**config.mk**
```make
export PLATFORM = sky130hd
export DESIGN_NAME = fcvt_mod_unit
export DESIGN_NICKNAME = d
export VERILOG_FILES = /design/src/rtl/fcvtm_pkg.sv /design/src/rtl/fcvtm_decode.sv /design/src/rtl/fcvtm_core.sv /design/src/rtl/fcvtm_sext.sv /design/src/rtl/fcvt_mod_unit.sv
export SDC_FILE = /design/constraint.sdc
export NUM_CORES = 1
export LEC_CHECK = 0
export ABC_CLOCK_PERIOD_IN_PS = 2000
export BUFFER_PORTS_ARGS = -buffer_cell sky130_fd_sc_hd__buf_2
export CAP_MARGIN = 15
export CORE_MARGIN = 2
export CORE_UTILIZATION = 44
export CTS_BUF_LIST = sky130_fd_sc_hd__clkbuf_16
export CTS_CLUSTER_DIAMETER = 100
export DETAILED_ROUTE_END_ITERATION = 7
export HOLD_SLACK_MARGIN = 0.06
export PLACE_DENSITY = 0.65
export SLEW_MARGIN = 20
export SYNTH_ARGS = -nofsm -noshare
export SYNTH_HDL_FRONTEND = slang
export SYNTH_SLANG_ARGS = --single-unit
```
**constraint.sdc**
```tcl
create_clock -name clk -period 2 [get_ports clk]
set_clock_uncertainty 0.05 [all_clocks]
set_input_delay 0.6 -clock clk [delete_from_list [all_inputs] [get_ports clk]]
set_output_delay 0.6 -clock clk [all_outputs]
set_load 0.05 [all_outputs]
```
**src/rtl/fcvtm_pkg.sv**
```systemverilog
package fcvtm_pkg;
   localparam int FLAG_W = 5;
   localparam int FLT_DW = 64;
   localparam int FLT_EW = 11;
   localparam int FLT_MW = 52;
   localparam int INT_W  = 32;

   // bit 4 invalid, bit 0 inexact
   typedef struct packed {
      logic nv;
      logic dz;
      logic of;
      logic uf;
      logic nx;
   } fflags_t;

   // instruction pattern: funct7 / rs2 / rm / opcode fixed, register indices free
   localparam logic [31:0] INSN_MASK  = 32'hFFF0_707F;
   localparam logic [31:0] INSN_MATCH = 32'hC280_1053;
endpackage

```
**src/rtl/fcvtm_decode.sv**
```systemverilog
module fcvtm_decode
   import fcvtm_pkg::*;
#(
   parameter logic [31:0] MASK  = INSN_MASK,
   parameter logic [31:0] MATCH = INSN_MATCH
) (
   input  logic [31:0] instr,
   input  logic        en_dbl,
   input  logic        en_xfp,
   output logic        hit,
   output logic        legal
);
   always_comb begin
      hit   = ((instr & MASK) == MATCH);
      legal = hit && en_dbl && en_xfp;
   end
endmodule

```
**src/rtl/fcvtm_core.sv**
```systemverilog
module fcvtm_core
   import fcvtm_pkg::*;
#(
   parameter int DW = FLT_DW,
   parameter int EW = FLT_EW,
   parameter int MW = FLT_MW,
   parameter int IW = INT_W
) (
   input  logic [DW-1:0] src,
   output logic [IW-1:0] res,
   output fflags_t       flags
);
   localparam int BIAS = (1 << (EW-1)) - 1;
   localparam int WW   = MW + IW;            // fraction bits + integer window
   localparam int SW   = $clog2(WW);
   localparam int UEW  = EW + 2;

   initial begin
      if (DW != 1 + EW + MW) $fatal(1, "fcvtm_core: DW must be 1+EW+MW");
      if (IW < 2 || IW > MW + 1) $fatal(1, "fcvtm_core: IW out of supported range");
   end

   logic                  sgn;
   logic [EW-1:0]         ex;
   logic [MW-1:0]         fr;
   logic signed [UEW-1:0] ue;
   logic                  e_all1, e_zero, e_neg, e_big;
   logic [SW-1:0]         shamt;
   logic [WW-1:0]         wide;
   logic [IW-1:0]         low;
   logic                  frac_nz, in_rng;

   always_comb begin
      sgn    = src[DW-1];
      ex     = src[DW-2:MW];
      fr     = src[MW-1:0];
      e_all1 = &ex;
      e_zero = (ex == '0);
      ue     = $signed({2'b00, ex}) - $signed(UEW'(BIAS));
      e_neg  = (ue < 0);
      e_big  = (ue >= $signed(UEW'(WW)));
      shamt  = (e_neg || e_big) ? '0 : ue[SW-1:0];
      wide   = {{(WW-MW-1){1'b0}}, 1'b1, fr} << shamt;
      low     = wide[WW-1:MW];
      frac_nz = |wide[MW-1:0];
      if (ue < $signed(UEW'(IW-1)))
         in_rng = 1'b1;
      else if (ue == $signed(UEW'(IW-1)))
         in_rng = sgn && (wide[WW-2:MW] == '0);  // exactly -2^(IW-1)
      else
         in_rng = 1'b0;

      res   = '0;
      flags = '0;
      if (e_all1) begin
         flags.nv = 1'b1;
      end else if (e_zero) begin
         flags.nx = |fr;
      end else if (e_neg) begin
         flags.nx = 1'b1;
      end else if (e_big) begin
         flags.nv = 1'b1;
      end else begin
         res      = sgn ? (~low + 1'b1) : low;
         flags.nv = !in_rng;
         flags.nx = in_rng && frac_nz;
      end
   end
endmodule

```
**src/rtl/fcvtm_sext.sv**
```systemverilog
module fcvtm_sext #(
   parameter int IW   = 32,
   parameter int XLEN = 64
) (
   input  logic [IW-1:0]   din,
   output logic [XLEN-1:0] dout
);
   generate
      if (XLEN == IW) begin : g_same
         assign dout = din;
      end else if (XLEN > IW) begin : g_ext
         assign dout = {{(XLEN-IW){din[IW-1]}}, din};
      end else begin : g_bad
         initial $fatal(1, "fcvtm_sext: XLEN narrower than IW");
         assign dout = din[XLEN-1:0];
      end
   endgenerate
endmodule

```
**src/rtl/fcvt_mod_unit.sv**
```systemverilog
module fcvt_mod_unit
   import fcvtm_pkg::*;
#(
   parameter int XLEN = 64
) (
   input  logic            clk,
   input  logic            rst_n,
   input  logic            in_valid,
   input  logic [31:0]     instr,
   input  logic [63:0]     src_d,
   input  logic            en_dbl,
   input  logic            en_xfp,
   output logic            out_valid,
   output logic            out_illegal,
   output logic [XLEN-1:0] out_result,
   output logic [4:0]      out_flags
);
   initial begin
      if (!(XLEN == 32 || XLEN == 64)) $fatal(1, "fcvt_mod_unit: XLEN must be 32 or 64");
   end

   logic            dec_hit, dec_legal;
   logic [INT_W-1:0] cv_res;
   fflags_t         cv_flags;
   logic [XLEN-1:0] cv_ext;

   fcvtm_decode u_dec (
      .instr (instr),
      .en_dbl(en_dbl),
      .en_xfp(en_xfp),
      .hit   (dec_hit),
      .legal (dec_legal)
   );

   fcvtm_core #(.DW(FLT_DW), .EW(FLT_EW), .MW(FLT_MW), .IW(INT_W)) u_core (
      .src  (src_d),
      .res  (cv_res),
      .flags(cv_flags)
   );

   fcvtm_sext #(.IW(INT_W), .XLEN(XLEN)) u_sext (
      .din (cv_res),
      .dout(cv_ext)
   );

   always_ff @(posedge clk or negedge rst_n) begin
      if (!rst_n) begin
         out_valid   <= 1'b0;
         out_illegal <= 1'b0;
         out_result  <= '0;
         out_flags   <= '0;
      end else begin
         out_valid <= in_valid;
         if (in_valid) begin
            out_illegal <= !dec_legal;
            out_result  <= dec_legal ? cv_ext : '0;
            out_flags   <= dec_legal ? cv_flags : '0;
         end
      end
   end

   // one-cycle strobe
   p_lat_r9: assert property (@(posedge clk) disable iff (!rst_n)
      in_valid |=> out_valid);
   p_idle_r9: assert property (@(posedge clk) disable iff (!rst_n)
      !in_valid |=> !out_valid);
   // only invalid/inexact, never both
   p_flags_r10: assert property (@(posedge clk) disable iff (!rst_n)
      out_valid |-> (out_flags[3:1] == 3'b000) && !(out_flags[4] && out_flags[0]));
   // wrong rounding field is illegal
   p_rm_r2: assert property (@(posedge clk) disable iff (!rst_n)
      (in_valid && instr[14:12] != 3'b001) |=> out_illegal);
   // illegal gives zero result and flags
   p_illz_r3: assert property (@(posedge clk) disable iff (!rst_n)
      (out_valid && out_illegal) |-> (out_result == '0) && (out_flags == 5'b0));
   // NaN / infinity
   p_special_r4: assert property (@(posedge clk) disable iff (!rst_n)
      (in_valid && dec_legal && (&src_d[62:52])) |=> (out_result == '0) && (out_flags == 5'b10000));
   // sign extension
   p_sext_r8: assert property (@(posedge clk) disable iff (!rst_n)
      out_valid |-> (out_result[XLEN-1:31] == '0) || (&out_result[XLEN-1:31]));
endmodule

```
==> results.txt, run 1 <==
----------------------------------------------------
[Status]
  Err ... [ERROR GRT-0232] Routing congestion too high. Check the congestion heatmap in the GUI.
  Result of the run ... did not finish
  Fail Step ... global routing

[Place]
  Placed standard-cell area ... 14700 um^2
  Port Buf Inserts ... 158
  Placer congestion estimate ... 1.24
  Post-DP HPWL ... 50000 um
  Post-placement cell count ... 2297

[Synth]
  Average instance area after synthesis ... 6.68 um^2
  Flop and latch count out of synthesis ... 36
  Sequential fraction of the synthesis area ... 0.0950
  Number of warnings printed during yosys synthesis ... 0
  Ys flop type ... sky130_fd_sc_hd__dfrtp_1
  Netlist Area Pre-Place ... 9480 um^2
  Share of synthesized flip-flops with an asynchronous set or reset ... 1.00
  Count of flip-flops with a built-in enable after synthesis ... 0
  Number of instances in the synthesized netlist ... 1419
  Number of distinct standard cells referenced by the synthesized netlist ... 108

[Clock network]
  Hold-fix buffers at CTS ... 0
  Clock tree root driver cell ... sky130_fd_sc_hd__clkbuf_16
  Clock Sinks ... 36
  CTS H-Tree Depth ... 2
  Clock tree buffer depth ... 2
  Total CTS buffers ... 5

[Global routing]
  All-Layer GR Usage ... 0.725
  Pin count of the biggest net entering global routing ... 36
  Overall overflow remaining after global route ... 7

[Timing]
  Worst setup endpoint after the global-route repair_timing ... out_result[62]$_DFFE_PN0P_/D
  Worst_ep kind ... register data pin

[Floorplanning]
  Standard-cell row count ... 53
  Die X-Extent ... 151 um
  Die height ... 151 um
  Starting Density ... 0.450
  Ports placed on the boundary ... 172

----------------------------------------------------
[cell usage after synthesis (37+ instances only)]
| library cell | number | area share |
|---|---|---|
| sky130_fd_sc_hd__o21ai_0 | 87 | 0.046 |
| sky130_fd_sc_hd__buf_4 | 46 | 0.036 |
| sky130_fd_sc_hd__o22ai_1 | 37 | 0.024 |
| sky130_fd_sc_hd__nand2_1 | 160 | 0.063 |
| sky130_fd_sc_hd__a21oi_1 | 89 | 0.047 |
| sky130_fd_sc_hd__mux2i_1 | 38 | 0.040 |
| sky130_fd_sc_hd__clkbuf_1 | 44 | 0.017 |
| sky130_fd_sc_hd__nor3_1 | 79 | 0.042 |
| sky130_fd_sc_hd__nor2_1 | 105 | 0.042 |
| sky130_fd_sc_hd__buf_2 | 40 | 0.021 |
| sky130_fd_sc_hd__nand3_1 | 63 | 0.033 |
[logic make-up after synthesis]
family                     share of synthesized area
other                                       0.000396
xor gates and xnor gates                      0.0368
AOI/OAI and AO/OA                              0.372
muxes                                         0.0678
adders and majority gates                    0.00528
buffers and inverters                          0.106
DFF                                           0.0950
and+or+nand+nor                                0.316
[layer usage]
metal	overflow	global-route usage
met5	0	0.173
met4	2	0.663
met3	0	0.554
met2	5	0.894
met1	0	0.763
[metrics by stage]
step                      hold slack [ns]  setup WS [ns]   util
after floorplan                     0.254          -2.41      -
after global placement              0.411          -3.14  0.698
after detailed placement            0.427          -3.17  0.698
after CTS                           0.250          -2.42  0.812
[repair_timing]
| item | CTS |
|---|---|
| setup buffers | 85 |
| gates cloned | 8 |
| gates resized for setup | 279 |
| endpoints found under the setup margin | 34 |
| pin swaps | 56 |
==> inputs of run 2 (changes only) <==
--- a/config.mk
+++ b/config.mk
@@ -9,12 +9,9 @@
 export BUFFER_PORTS_ARGS = -buffer_cell sky130_fd_sc_hd__buf_2
 export CAP_MARGIN = 15
 export CORE_MARGIN = 2
-export CORE_UTILIZATION = 44
-export CTS_BUF_LIST = sky130_fd_sc_hd__clkbuf_16
-export CTS_CLUSTER_DIAMETER = 100
+export CORE_UTILIZATION = 29
 export DETAILED_ROUTE_END_ITERATION = 7
-export HOLD_SLACK_MARGIN = 0.06
-export PLACE_DENSITY = 0.65
+export PLACE_DENSITY_LB_ADDON = 0.15
 export SLEW_MARGIN = 20
 export SYNTH_ARGS = -nofsm -noshare
 export SYNTH_HDL_FRONTEND = slang
==> run 2 against run 1 <==
Compared with the run above:
- the flow now finishes, with violations (setup timing)
- synthesized cell count unchanged
- synthesized area is the same
==> results.txt, run 2 <==
----------------------------------------------------
[Place]
  Post-DP HPWL ... 58900 um (+18%)
  Worst slack at placement ... -3.23 ns (-0.0555 ns)
  Port Buf Inserts ... 158 (unchanged)
  Placer congestion estimate ... 1.10 (-11%)

[Clock network]
  CTS tree ... done
  Clock tree buffer depth ... 2 (unchanged)
  Hold-fix buffers at CTS ... 0 (unchanged)
  CTS H-Tree Depth ... 2 (unchanged)
  Source-to-sink clock delay at the later pin of the worst-skew pair ... 0.28 ns
  Clock tree root driver cell ... sky130_fd_sc_hd__clkbuf_16
  Total CTS buffers ... 5 (unchanged)
  Clock-pin slew reported for the worst setup and hold paths after clock tree synthesis ... 0.05 ns
  Clock Sinks ... 36 (unchanged)

[Timing]
  Post-Route Hold Slack ... 0.292 ns
  RSZ-0062 raised after global routing ... true
  Max-Slew Margin vs Limit ... 0.555
  Fin worst setup slack ... -2.64 ns
  Achievable frequency ... 215 MHz
  Max Transition Viols Final ... 0
  Post-route clock period utilization ... 2.32
  Time the worst path needs with I/O delays and setup ... 4.64 ns
  Final setup vio count ... 34
  Number of hold violations in the final report ... 0
  Transition at the pin with the smallest max-transition slack ... 0.666 ns
  Setup TNS after final layout ... -80.63 ns

[Synth]
  Number of distinct standard cells referenced by the synthesized netlist ... 108 (unchanged)
  Yosys top cell by area ... sky130_fd_sc_hd__dfrtp_1
  Main area contributors after synthesis ... sky130_fd_sc_hd__dfrtp_1 (9.5%), sky130_fd_sc_hd__nand2_1 (6.3%), sky130_fd_sc_hd__a21oi_1 (4.7%), sky130_fd_sc_hd__o21ai_0 (4.6%), sky130_fd_sc_hd__nor3_1 (4.2%)
  Fraction of synthesized cell area taken by the top area cell type ... 0.0950 (unchanged)
  Number of warnings printed during yosys synthesis ... 0 (unchanged)
  Average instance area after synthesis ... 6.68 um^2 (unchanged)
  Netlist Area Pre-Place ... 9480 um^2 (unchanged)
  Ys flop type ... sky130_fd_sc_hd__dfrtp_1
  Flop and latch count out of synthesis ... 36 (unchanged)
  Leading cell types by count after synthesis ... sky130_fd_sc_hd__nand2_1 (160), sky130_fd_sc_hd__nor2_1 (105), sky130_fd_sc_hd__a21oi_1 (89), sky130_fd_sc_hd__o21ai_0 (87), sky130_fd_sc_hd__nor3_1 (79)
  Number of instances in the synthesized netlist ... 1419 (unchanged)
  Share of synthesized flip-flops with an asynchronous set or reset ... 1.00 (unchanged)
  Top-count cell post-synth ... sky130_fd_sc_hd__nand2_1
  Sequential fraction of the synthesis area ... 0.0950 (unchanged)
  Count of flip-flops with a built-in enable after synthesis ... 0 (unchanged)

[Cells and area]
  Largest registers ... out_result x32, out_flags x2
  Flip-flop count of the largest register, all copies and words added ... 32
  Fraction of final layout cells with drive strength greater than 1 ... 0.553
  Core Util, Final ... 0.559
  Largest register by flop count ... out_result
  Layout overhead on the synthesized area ... 91.0%
  Most frequent standard cell in the layout excluding fill and tap cells ... sky130_fd_sc_hd__buf_4
  Final net count ... 2289
  Most frequent cells in the layout ... sky130_fd_sc_hd__buf_4 (665), sky130_fd_sc_hd__buf_2 (155), sky130_fd_sc_hd__nand2_1 (145)

[Drt]
  Detailed-route DRC error count ... 0
  Antenna-violating nets left ... 0
  Total detailed-routing wirelength ... 72800 um
  Routed vias ... 16000
  Number of DRC markers after the initial detailed-route iteration ... 1728
  1st-pass router iterations ... 6
  Per-cell routed wire length ... 27.7 um
  Via/cell ratio ... 6.09

[Floorplanning]
  Standard-cell row count ... 66 (+25%)
  Area of the core ... 32400 um^2
  Die height ... 185 um (+23%)
  Die X-Extent ... 185 um (+23%)
  Ports placed on the boundary ... 172 (unchanged)
  Starting Density ... 0.293 (-0.157)
  Die area ... 34100 um^2

[Status]
  Result of the run ... finished, violations left
  Violations in the final reports ... setup timing

[Power and ir drop]
  Share of total power consumed by net switching ... 0.450
  Leakage Power ... 8.05 nW
  Combinational share of power ... 0.715
  Clk network pwr share ... 0.156
  Total chip power ... 5.66 mW
  Peak ir drop on the vdd network ... 0.282 mV
  Cell internal power dissipation ... 3.11 mW
  Power per Cell Area ... 313 nW/um^2
  Share of power burned in registers ... 0.129
  Switching component of the power ... 2.55 mW

[Worst setup path]
  Startpoint type of the worst setup path ... input pin
  Cell Chain, Critical Path ... buf_8 > ha_4 > o21ai_4 > a31oi_4 > a311o_2 > buf_12 > o21a_4 > buf_12 > buf_6 > nor3_2 > nand2_1 > a21oi_2 > a211oi_1 > buf_4 > a211oi_4 > and4_4 > buf_6 > nand4b_4 > o41ai_2 > xor2_1 > a22o_1
  Worst Reg2Reg Path Length in Cells ... 1
  Capturing element type of the critical path ... flip-flop
  End of the worst register-to-register path ... out_result[62]
  Critical path launch point ... src_d[53]
  Crit-path max cell delay ... 0.37 ns
  Highest fanout seen on the critical path ... 12
  Data arrival time of the critical path ... 4.81 ns
  Worst reg2reg setup slack ... 1.01 ns
  Startpoint of the lowest-slack register-to-register path ... out_result[62]
  Data required time at the worst endpoint ... 2.17 ns
  Kind of critical path ... in -> reg
  Cell type of the slowest stage on the worst timing path ... sky130_fd_sc_hd__a311o_2

[Global routing]
  Wire length of the first global-routing pass ... 103000 um
  All-Layer GR Usage ... 0.415
  Number of global-route vias before repair ... 15200
  Number of antenna violations at the first check in global routing ... 4
  Overall overflow remaining after global route ... 0
  Pin count of the biggest net entering global routing ... 40

[Flow run]
  Maximum Capacitance Violations ... 0

[Min path]
  Kind of path behind the tightest hold check ... in -> async

----------------------------------------------------
==> run 2: cell counts after synthesis <==
No cell type changed its count.
==> run 2: worst max-delay path by stage <==
stage	to	slack [ns]	cells past startpoint
global placement	out_flags[4]	-3.19	18
finish	out_result[62]	-2.64	21
detailed placement	out_result[17]	-3.23	22
global route	out_flags[4]	-2.74	20
floorplan	out_flags[4]	-2.41	19
CTS	out_result[25]	-2.50	27
==> run 2: area by class of cell <==
class	instances	area (um^2)
Fill cell	3134	14300
Multi-Input combinational cell	1193	9240
Timing Repair Buffer	910	7100
Sequential cell	36	902
Tap cell	442	553
Inverter	38	144
Clock buffer	6	129
Clock inverter	2	35.0
Antenna cell	2	5.00
==> run 2: kinds of logic (layout without fill, tap and decap cells) <==
logic type	after synthesis	in the layout	synth area share
AOI/OAI and AO/OA	498	499	0.372
and+or+nand+nor	589	589	0.316
buffers and inverters	193	956	0.106
other	1	5	0.000396
DFF	36	36	0.0950
muxes	59	59	0.0678
xor gates and xnor gates	39	39	0.0368
adders and majority gates	4	4	0.00528
==> run 2: power groups by stage <==
stage	logic, mW	clock network, mW	registers [mW]
after floorplan	1.46	0	0.747
after global placement	3.40	0	0.743
after global routing	4.19	0.925	0.730
after CTS	3.76	0.901	0.730
final	4.05	0.884	0.730
after detailed placement	3.39	0	0.743
==> run 2: layer usage <==
| metal | global-route usage | part of all wire | up-vias |
|---|---|---|---|
| met5 | 0 | 0.00018 | - |
| met4 | 0.177 | 0.056 | 2 |
| met3 | 0.0901 | 0.11 | 241 |
| met2 | 0.663 | 0.44 | 1084 |
| met1 | 0.537 | 0.40 | 7699 |
| li1 | - | - | 6978 |
==> run 2: through the flow <==
| step | cells | instance area, um^2 |
|---|---|---|
| floorplan | 1421 | 9900 |
| global placement | 2524 | 15500 |
| detailed placement | 2524 | 15500 |
| CTS | 2607 | 17300 |
| global route | 2627 | 18100 |
| finish | 2629 | 18100 |
==> run 2: timing repair <==
action,4_1_cts,5_1_grt
endpoints found under the setup margin,34,34
gates resized for setup,197,136
pin swaps,62,69
buffers inserted,74,32
cloned,2,1
==> run 2: worst max-delay path: cells and delay by family <==
| family | cells | cell delay (ns) |
|---|---|---|
| xor+xnor | 1 | 0.25 |
| compound gates | 9 | 1.89 |
| simple gates | 4 | 1.04 |
| buf+inv | 6 | 0.82 |
| fa+ha+maj | 1 | 0.18 |
No activity file was read; power rests on OpenSTA's default activity.
==> inputs of run 3 (changes only) <==
--- a/config.mk
+++ b/config.mk
@@ -10,8 +10,10 @@
 export CAP_MARGIN = 15
 export CORE_MARGIN = 2
 export CORE_UTILIZATION = 29
+export CTS_BUF_LIST = sky130_fd_sc_hd__clkbuf_16
 export DETAILED_ROUTE_END_ITERATION = 7
 export PLACE_DENSITY_LB_ADDON = 0.15
+export REMOVE_ABC_BUFFERS = 1
 export SLEW_MARGIN = 20
 export SYNTH_ARGS = -nofsm -noshare
 export SYNTH_HDL_FRONTEND = slang
==> run 3 against run 2 <==
Compared with the run above:
- the run still ends with setup timing left
- largest power group unchanged
- utilization grew 0.84 points
- sequential share of layout area fell by 0.080 points
- cell area rose by 1.5%
- largest cell class unchanged
==> results.txt, run 3 (same netlist as run 2, synthesis figures left out) <==
----------------------------------------------------
[Status]
  Result of the run ... finished, violations left
  Violations in the final reports ... setup timing

[Floorplanning]
  Area of the core ... 32400 um^2 (unchanged)
  Die X-Extent ... 185 um (unchanged)
  Die area ... 34100 um^2 (unchanged)
  Ports placed on the boundary ... 172 (unchanged)
  Standard-cell row count ... 66 (unchanged)
  Die height ... 185 um (unchanged)
  Starting Density ... 0.293 (unchanged)

[Drt]
  Antenna-violating nets left ... 0 (unchanged)
  Number of DRC markers after the initial detailed-route iteration ... 1479 (-14%)
  1st-pass router iterations ... 7 (+1)
  Routed vias ... 16000 (-0.13%)
  Via/cell ratio ... 6.06 (-0.40%)
  Detailed-route DRC error count ... 0 (unchanged)
  Per-cell routed wire length ... 28.4 um (+2.6%)
  Total detailed-routing wirelength ... 74900 um (+2.9%)

[Cells and area]
  Layout overhead on the synthesized area ... 93.8%
  Largest registers ... out_result x32, out_flags x2
  Flip-flop count of the largest register, all copies and words added ... 32 (unchanged)
  Largest register by flop count ... out_result
  # fillers ... 3135 (+0.032%)
  Area taken by flip-flops and latches ... 901 um^2 (-0.14%)
  Multi-input gate area ... 9260 um^2 (+0.22%)
  Final std cell area, no fill ... 18400 um^2 (+1.5%)
  Final antenna diode count ... 0 (-2)
  Fraction of final layout cells with drive strength greater than 1 ... 0.552 (-0.00136)
  Non-filler cells, final ... 2636 (+0.27%)
  Most frequent cells in the layout ... sky130_fd_sc_hd__buf_4 (655), sky130_fd_sc_hd__buf_2 (156), sky130_fd_sc_hd__nand2_1 (144)
  Final net count ... 2298 (+0.39%)
  Most frequent standard cell in the layout excluding fill and tap cells ... sky130_fd_sc_hd__buf_4

[Power and ir drop]
  Power per Cell Area ... 310 nW/um^2 (-0.85%)
  Leakage Power ... 8.17 nW (+1.5%)
  Peak ir drop on the vdd network ... 0.381 mV (+35%)

[Clock network]
  Clock Sinks ... 36 (unchanged)
  Total CTS buffers ... 5 (unchanged)
  Source-to-sink clock delay at the later pin of the worst-skew pair ... 0.28 ns (about the same)
  CTS H-Tree Depth ... 2 (unchanged)
  Clock-pin slew reported for the worst setup and hold paths after clock tree synthesis ... 0.05 ns (about the same)
  Clock tree buffer depth ... 2 (unchanged)
  CTS tree ... done
  Clock tree root driver cell ... sky130_fd_sc_hd__clkbuf_16

[Timing]
  Fin worst setup slack ... -2.64 ns (+0.00458 ns)
  Achievable frequency ... 216 MHz (about the same)
  Final setup vio count ... 34 (unchanged)
  Max-Slew Margin vs Limit ... 0.401 (-0.154)
  Post-route clock period utilization ... 2.32 (about the same)
  Post-Route Hold Slack ... 0.350 ns (+0.0577 ns)
  Max Transition Viols Final ... 0 (unchanged)
  RSZ-0062 raised after global routing ... true
  Time the worst path needs with I/O delays and setup ... 4.64 ns (-0.00458 ns)
  Transition at the pin with the smallest max-transition slack ... 0.891 ns (+0.226 ns)
  Number of hold violations in the final report ... 0 (unchanged)

[Place]
  Worst slack at placement ... -3.41 ns (-0.184 ns)
  Placer congestion estimate ... 1.02 (-7.2%)
  Post-DP HPWL ... 60700 um (+3.0%)
  Placed standard-cell area ... 15300 um^2 (-1.1%)
  Post-placement cell count ... 2529 (+0.20%)
  Port Buf Inserts ... 158 (unchanged)

[Flow run]
  Maximum Capacitance Violations ... 0 (unchanged)

[Global routing]
  Number of global-route vias before repair ... 15000 (-1.5%)
  Pin count of the biggest net entering global routing ... 37 (-7.5%)
  Wire length of the first global-routing pass ... 103000 um (+0.29%)
  Number of antenna violations at the first check in global routing ... 2 (-2)
  All-Layer GR Usage ... 0.420 (+0.00543)
  Overall overflow remaining after global route ... 0 (unchanged)

[Worst setup path]
  Kind of critical path ... in -> reg
  End of the worst register-to-register path ... out_flags[0]
  Capturing element type of the critical path ... flip-flop
  Highest fanout seen on the critical path ... 8 (-4)
  Data required time at the worst endpoint ... 2.11 ns (-0.06 ns)
  Startpoint of the lowest-slack register-to-register path ... out_flags[0]
  Startpoint type of the worst setup path ... input pin
  Worst Reg2Reg Path Length in Cells ... 3 (+2)
  Data arrival time of the critical path ... 4.75 ns (-0.06 ns)
  Worst reg2reg setup slack ... 1.11 ns (+0.10 ns)

[Min path]
  Kind of path behind the tightest hold check ... in -> async

----------------------------------------------------
==> run 3: worst max-delay path by stage <==
stage,depth (start not counted),endpoint,start,slack (ns)
after global routing,23,out_result[62],src_d[52],-2.76
after global placement,19,out_flags[4],src_d[52],-3.39
after CTS,22,out_flags[4],src_d[52],-2.63
final,21,out_flags[4],src_d[53],-2.64
after detailed placement,20,out_result[24],src_d[52],-3.41
after floorplan,1,out_result[62],out_result[62],-9.29
==> run 3: what timing repair did <==
item                                    CTS  global route
endpoints found under the setup margin   34            34
gates cloned                              4             2
gates resized for setup                 269           153
pin swaps                                69            74
endpoints found under the hold margin     0             0
hold buffers                              0             0
buffers inserted                         69            37
==> run 3: report_power, final <==
| part | leakage [nW] | total [mW] | internal (mW) | switching (mW) |
|---|---|---|---|---|
| clock network | 0.0798 | 0.878 | 0.585 | 0.293 |
| registers | 0.496 | 0.730 | 0.730 | 0.000200 |
| logic | 7.60 | 4.09 | 1.83 | 2.26 |
| total | 8.17 | 5.70 | 3.14 | 2.55 |
==> run 3: critical path, cell delays in order <==
cell	delay, ns
sky130_fd_sc_hd__buf_6	0.09
sky130_fd_sc_hd__buf_6	0.10
sky130_fd_sc_hd__nand4_1	0.14
sky130_fd_sc_hd__buf_4	0.18
sky130_fd_sc_hd__nor4_4	0.17
sky130_fd_sc_hd__and3_4	0.26
sky130_fd_sc_hd__buf_6	0.09
sky130_fd_sc_hd__o22a_4	0.30
sky130_fd_sc_hd__buf_6	0.18
sky130_fd_sc_hd__buf_8	0.13
sky130_fd_sc_hd__and3_1	0.17
sky130_fd_sc_hd__buf_4	0.16
sky130_fd_sc_hd__nand4_1	0.26
sky130_fd_sc_hd__nand4_1	0.32
sky130_fd_sc_hd__a211oi_2	0.09
sky130_fd_sc_hd__a211oi_2	0.25
sky130_fd_sc_hd__and4_4	0.30
sky130_fd_sc_hd__nand4_4	0.11
sky130_fd_sc_hd__or4_4	0.53
sky130_fd_sc_hd__a41oi_4	0.19
sky130_fd_sc_hd__o32ai_2	0.11
==> run 3: final cells by class <==
class,instances,share of cell area
clock buffers,5,0.00681
flip-flops and latches,36,0.0490
multi-input cells,1192,0.504
clock inverters,3,0.00232
well taps,442,0.0301
repair buffers,920,0.400
inverters,38,0.00776
==> run 3: stage by stage <==
stage	utilization	TNS [ns]	power (mW)
after floorplan	-	-454.16	1.97
after global placement	0.473	-106.66	4.06
after detailed placement	0.473	-108.06	4.06
after CTS	0.538	-79.42	5.37
after global routing	0.568	-85.70	5.87
final	0.568	-81.95	5.70
==> run 3: routing by layer <==
layer	share of wire	up-vias	wire length, um	track usage
met4	0.079	4	5950	0.251
met5	0.00031	-	23	0
met2	0.43	961	32500	0.672
met1	0.40	7756	30100	0.532
li1	-	7008	-	-
met3	0.085	254	6340	0.0651
==> inputs of run 4 (changes only) <==
==> constraint.sdc (replaced) <==
create_clock -name clk -period 2 [get_ports clk]
set_clock_uncertainty 0.05 [all_clocks]
set_input_delay 0.4 -clock clk [delete_from_list [all_inputs] [get_ports clk]]
set_output_delay 0.4 -clock clk [all_outputs]
set_load 0.05 [all_outputs]
==> run 4 against run 3 <==
Compared with the run above:
- the flow still finishes with violations (setup timing)
- sequential cell count stayed put
- worst setup slack improved by 0.10 ns
- count of clock-buffer cells in the layout is the same
- largest power group unchanged
- highest routed layer unchanged
==> results.txt, run 4 (same netlist as run 2, synthesis figures left out) <==
----------------------------------------------------
[Status]
  Result of the run ... finished, violations left
  Violations in the final reports ... setup timing

[Power and ir drop]
  Peak ir drop on the vdd network ... 0.573 mV (+50%)
  Power per Cell Area ... 326 nW/um^2 (+5.0%)
  Leakage Power ... 8.00 nW (-2.0%)

[Place]
  Post-placement cell count ... 2504 (-0.99%)
  Placer congestion estimate ... 1.10 (+7.4%)
  Port Buf Inserts ... 158 (unchanged)
  Post-DP HPWL ... 59700 um (-1.6%)
  Worst slack at placement ... -3.43 ns (-0.0215 ns)

[Worst setup path]
  Data required time at the worst endpoint ... 2.11 ns (about the same)
  CP dominant cell by count ... sky130_fd_sc_hd__buf_4
  Capturing element type of the critical path ... flip-flop
  Cell type of the slowest stage on the worst timing path ... sky130_fd_sc_hd__or4_4
  Kind of critical path ... in -> reg
  Highest fanout seen on the critical path ... 10 (+2)
  Startpoint of the lowest-slack register-to-register path ... out_flags[0]
  Data arrival time of the critical path ... 4.64 ns (-0.11 ns)
  Crit-path max cell delay ... 0.52 ns (about the same)
  Critical path launch point ... src_d[52]
  Startpoint type of the worst setup path ... input pin
  Cell Chain, Critical Path ... buf_12 > ha_4 > and4_4 > xnor2_1 > and3_4 > buf_4 > o22a_4 > buf_4 > clkbuf_16 > a31o_2 > nand4_1 > a2bb2o_2 > a211oi_2 > buf_4 > o2111a_2 > and4_4 > nand4_4 > or4_4 > a41oi_4 > o32ai_2

[Global routing]
  Number of global-route vias before repair ... 14900 (-0.17%)
  Wire length of the first global-routing pass ... 102000 um (-1.2%)
  Overall overflow remaining after global route ... 0 (unchanged)
  Number of antenna violations at the first check in global routing ... 1 (-1)
  All-Layer GR Usage ... 0.416 (-0.00442)
  Pin count of the biggest net entering global routing ... 40 (+8.1%)

[Floorplanning]
  Die area ... 34100 um^2 (unchanged)
  Die height ... 185 um (unchanged)
  Ports placed on the boundary ... 172 (unchanged)
  Area of the core ... 32400 um^2 (unchanged)
  Starting Density ... 0.293 (unchanged)
  Die X-Extent ... 185 um (unchanged)
  Standard-cell row count ... 66 (unchanged)

[Drt]
  Detailed-route DRC error count ... 0 (unchanged)
  Via/cell ratio ... 6.02 (-0.66%)
  Antenna-violating nets left ... 0 (unchanged)
  1st-pass router iterations ... 8 (+1)
  Total detailed-routing wirelength ... 73300 um (-2.1%)
  Number of DRC markers after the initial detailed-route iteration ... 1715 (+16%)
  Routed vias ... 15700 (-2.1%)
  Per-cell routed wire length ... 28.2 um (-0.72%)

[Clock network]
  Total CTS buffers ... 5 (unchanged)
  Hold-fix buffers at CTS ... 0 (unchanged)
  Clock-pin slew reported for the worst setup and hold paths after clock tree synthesis ... 0.05 ns (about the same)
  Clock Sinks ... 36 (unchanged)
  Clock tree root driver cell ... sky130_fd_sc_hd__clkbuf_16
  CTS H-Tree Depth ... 2 (unchanged)
  Clock tree buffer depth ... 2 (unchanged)
  Source-to-sink clock delay at the later pin of the worst-skew pair ... 0.28 ns (about the same)
  CTS tree ... done

[Cells and area]
  Layout overhead on the synthesized area ... 88.6%
  Most frequent cells in the layout ... sky130_fd_sc_hd__buf_4 (630), sky130_fd_sc_hd__buf_2 (156), sky130_fd_sc_hd__nand2_1 (151)
  Largest registers ... out_result x32, out_flags x2
  Largest register by flop count ... out_result
  Flip-flop count of the largest register, all copies and words added ... 32 (unchanged)
  Non-filler cells, final ... 2599 (-1.4%)
  Fraction of final layout cells with drive strength greater than 1 ... 0.532 (-0.0202)
  Core Util, Final ... 0.552 (-0.0152)
  Final antenna diode count ... 0 (unchanged)
  Most frequent standard cell in the layout excluding fill and tap cells ... sky130_fd_sc_hd__buf_4
  Final net count ... 2261 (-1.6%)

[Flow run]
  Maximum Capacitance Violations ... 0 (unchanged)

[Timing]
  Transition at the pin with the smallest max-transition slack ... 0.960 ns (+0.0689 ns)
  RSZ-0062 raised after global routing ... true
  Max Transition Viols Final ... 0 (unchanged)
  Achievable frequency ... 220 MHz (+2.2%)
  Max-Slew Margin vs Limit ... 0.355 (-0.0463)
  Time the worst path needs with I/O delays and setup ... 4.54 ns (-0.101 ns)
  Fin worst setup slack ... -2.54 ns (+0.101 ns)
  Number of hold violations in the final report ... 0 (unchanged)
  Final setup vio count ... 34 (unchanged)
  Post-route clock period utilization ... 2.27 (-0.0505)

[Min path]
  Kind of path behind the tightest hold check ... in -> async

----------------------------------------------------
run 4: cell types whose count changed in the layout (fill, tap and decap cells not counted), sizes merged:
| cell | before | now |
|---|---|---|
| clkbuf | 7 | 9 |
| bufinv | 1 | 3 |
| buf | 918 | 877 |
| clkinvlp | 1 | 0 |
| clkinv | 2 | 1 |
| xor2 | 19 | 20 |
| bufbuf | 0 | 1 |
run 4: path summary, 6_finish.rpt:
kind | endpoint | slack, ns | cells past startpoint
setup / recovery | out_flags[4] | -2.54 | 20
hold / removal | out_result[3] | 0.14 | 1
setup reg to reg | out_flags[0] | 1.10 | 3
hold reg to reg | out_result[1] | 0.44 | 1
max in group asynchronous | out_result[30] | 1.26 | 1
min in group clk | out_result[1] | 0.44 | 1
run 4: report_power, final:
part           switching [mW]  leakage (nW)  total, mW  internal (mW)
sequential           0.000199         0.496      0.730          0.730
clock                   0.294         0.104       1.13          0.840
combinational            2.20          7.40       3.96           1.76
total                    2.49          8.00       5.82           3.33
run 4: final cells by class:
cell class / count / area [um^2]
Clock buffer: 5 / 125
Clock inverter: 3 / 90.1
Fill cell: 3182 / 14500
Inverter: 38 / 144
Multi-Input combinational cell: 1193 / 9000
Sequential cell: 36 / 901
Tap cell: 442 / 553
Timing Repair Buffer: 882 / 7070
run 4: metal layers:
layer  track usage  vias to the layer above  wire, um
met5             0                        -        11
met4         0.262                        2      5840
met3        0.0600                      262      6090
met2         0.672                      997     32200
met1         0.519                     7451     29100
li1              -                     6943         -
run 4: what timing repair did:
action / in CTS / in global routing
setup buffers: 62 / 25
setup endpoints to repair: 34 / 34
pin swaps: 54 / 46
gates cloned: 6 / 3
resized for setup: 242 / 112
run 4: worst max-delay path: cells and delay by family:
family                   cells  cell delay (ns)
adder cells (fa/ha/maj)      1             0.16
AND/OR/NAND/NOR              6             1.54
buffers and inverters        5             0.75
XOR/XNOR                     1             0.12
AO/OA/AOI/OAI                7             1.65
run 4: stage by stage:
step / TNS, ns / hold WS (ns) / cell area [um^2] / power [mW]
3_5_place_dp: -105.88 / 0.420 / 15100 / 4.07
6_report: -74.34 / 0.145 / 17900 / 5.82
2_1_floorplan: -440.96 / 0.0544 / 8620 / 1.97
3_3_place_gp: -104.96 / 0.410 / 15100 / 4.07
4_1_cts: -71.34 / 0.159 / 17100 / 5.58
5_1_grt: -78.07 / 0.239 / 17900 / 5.99
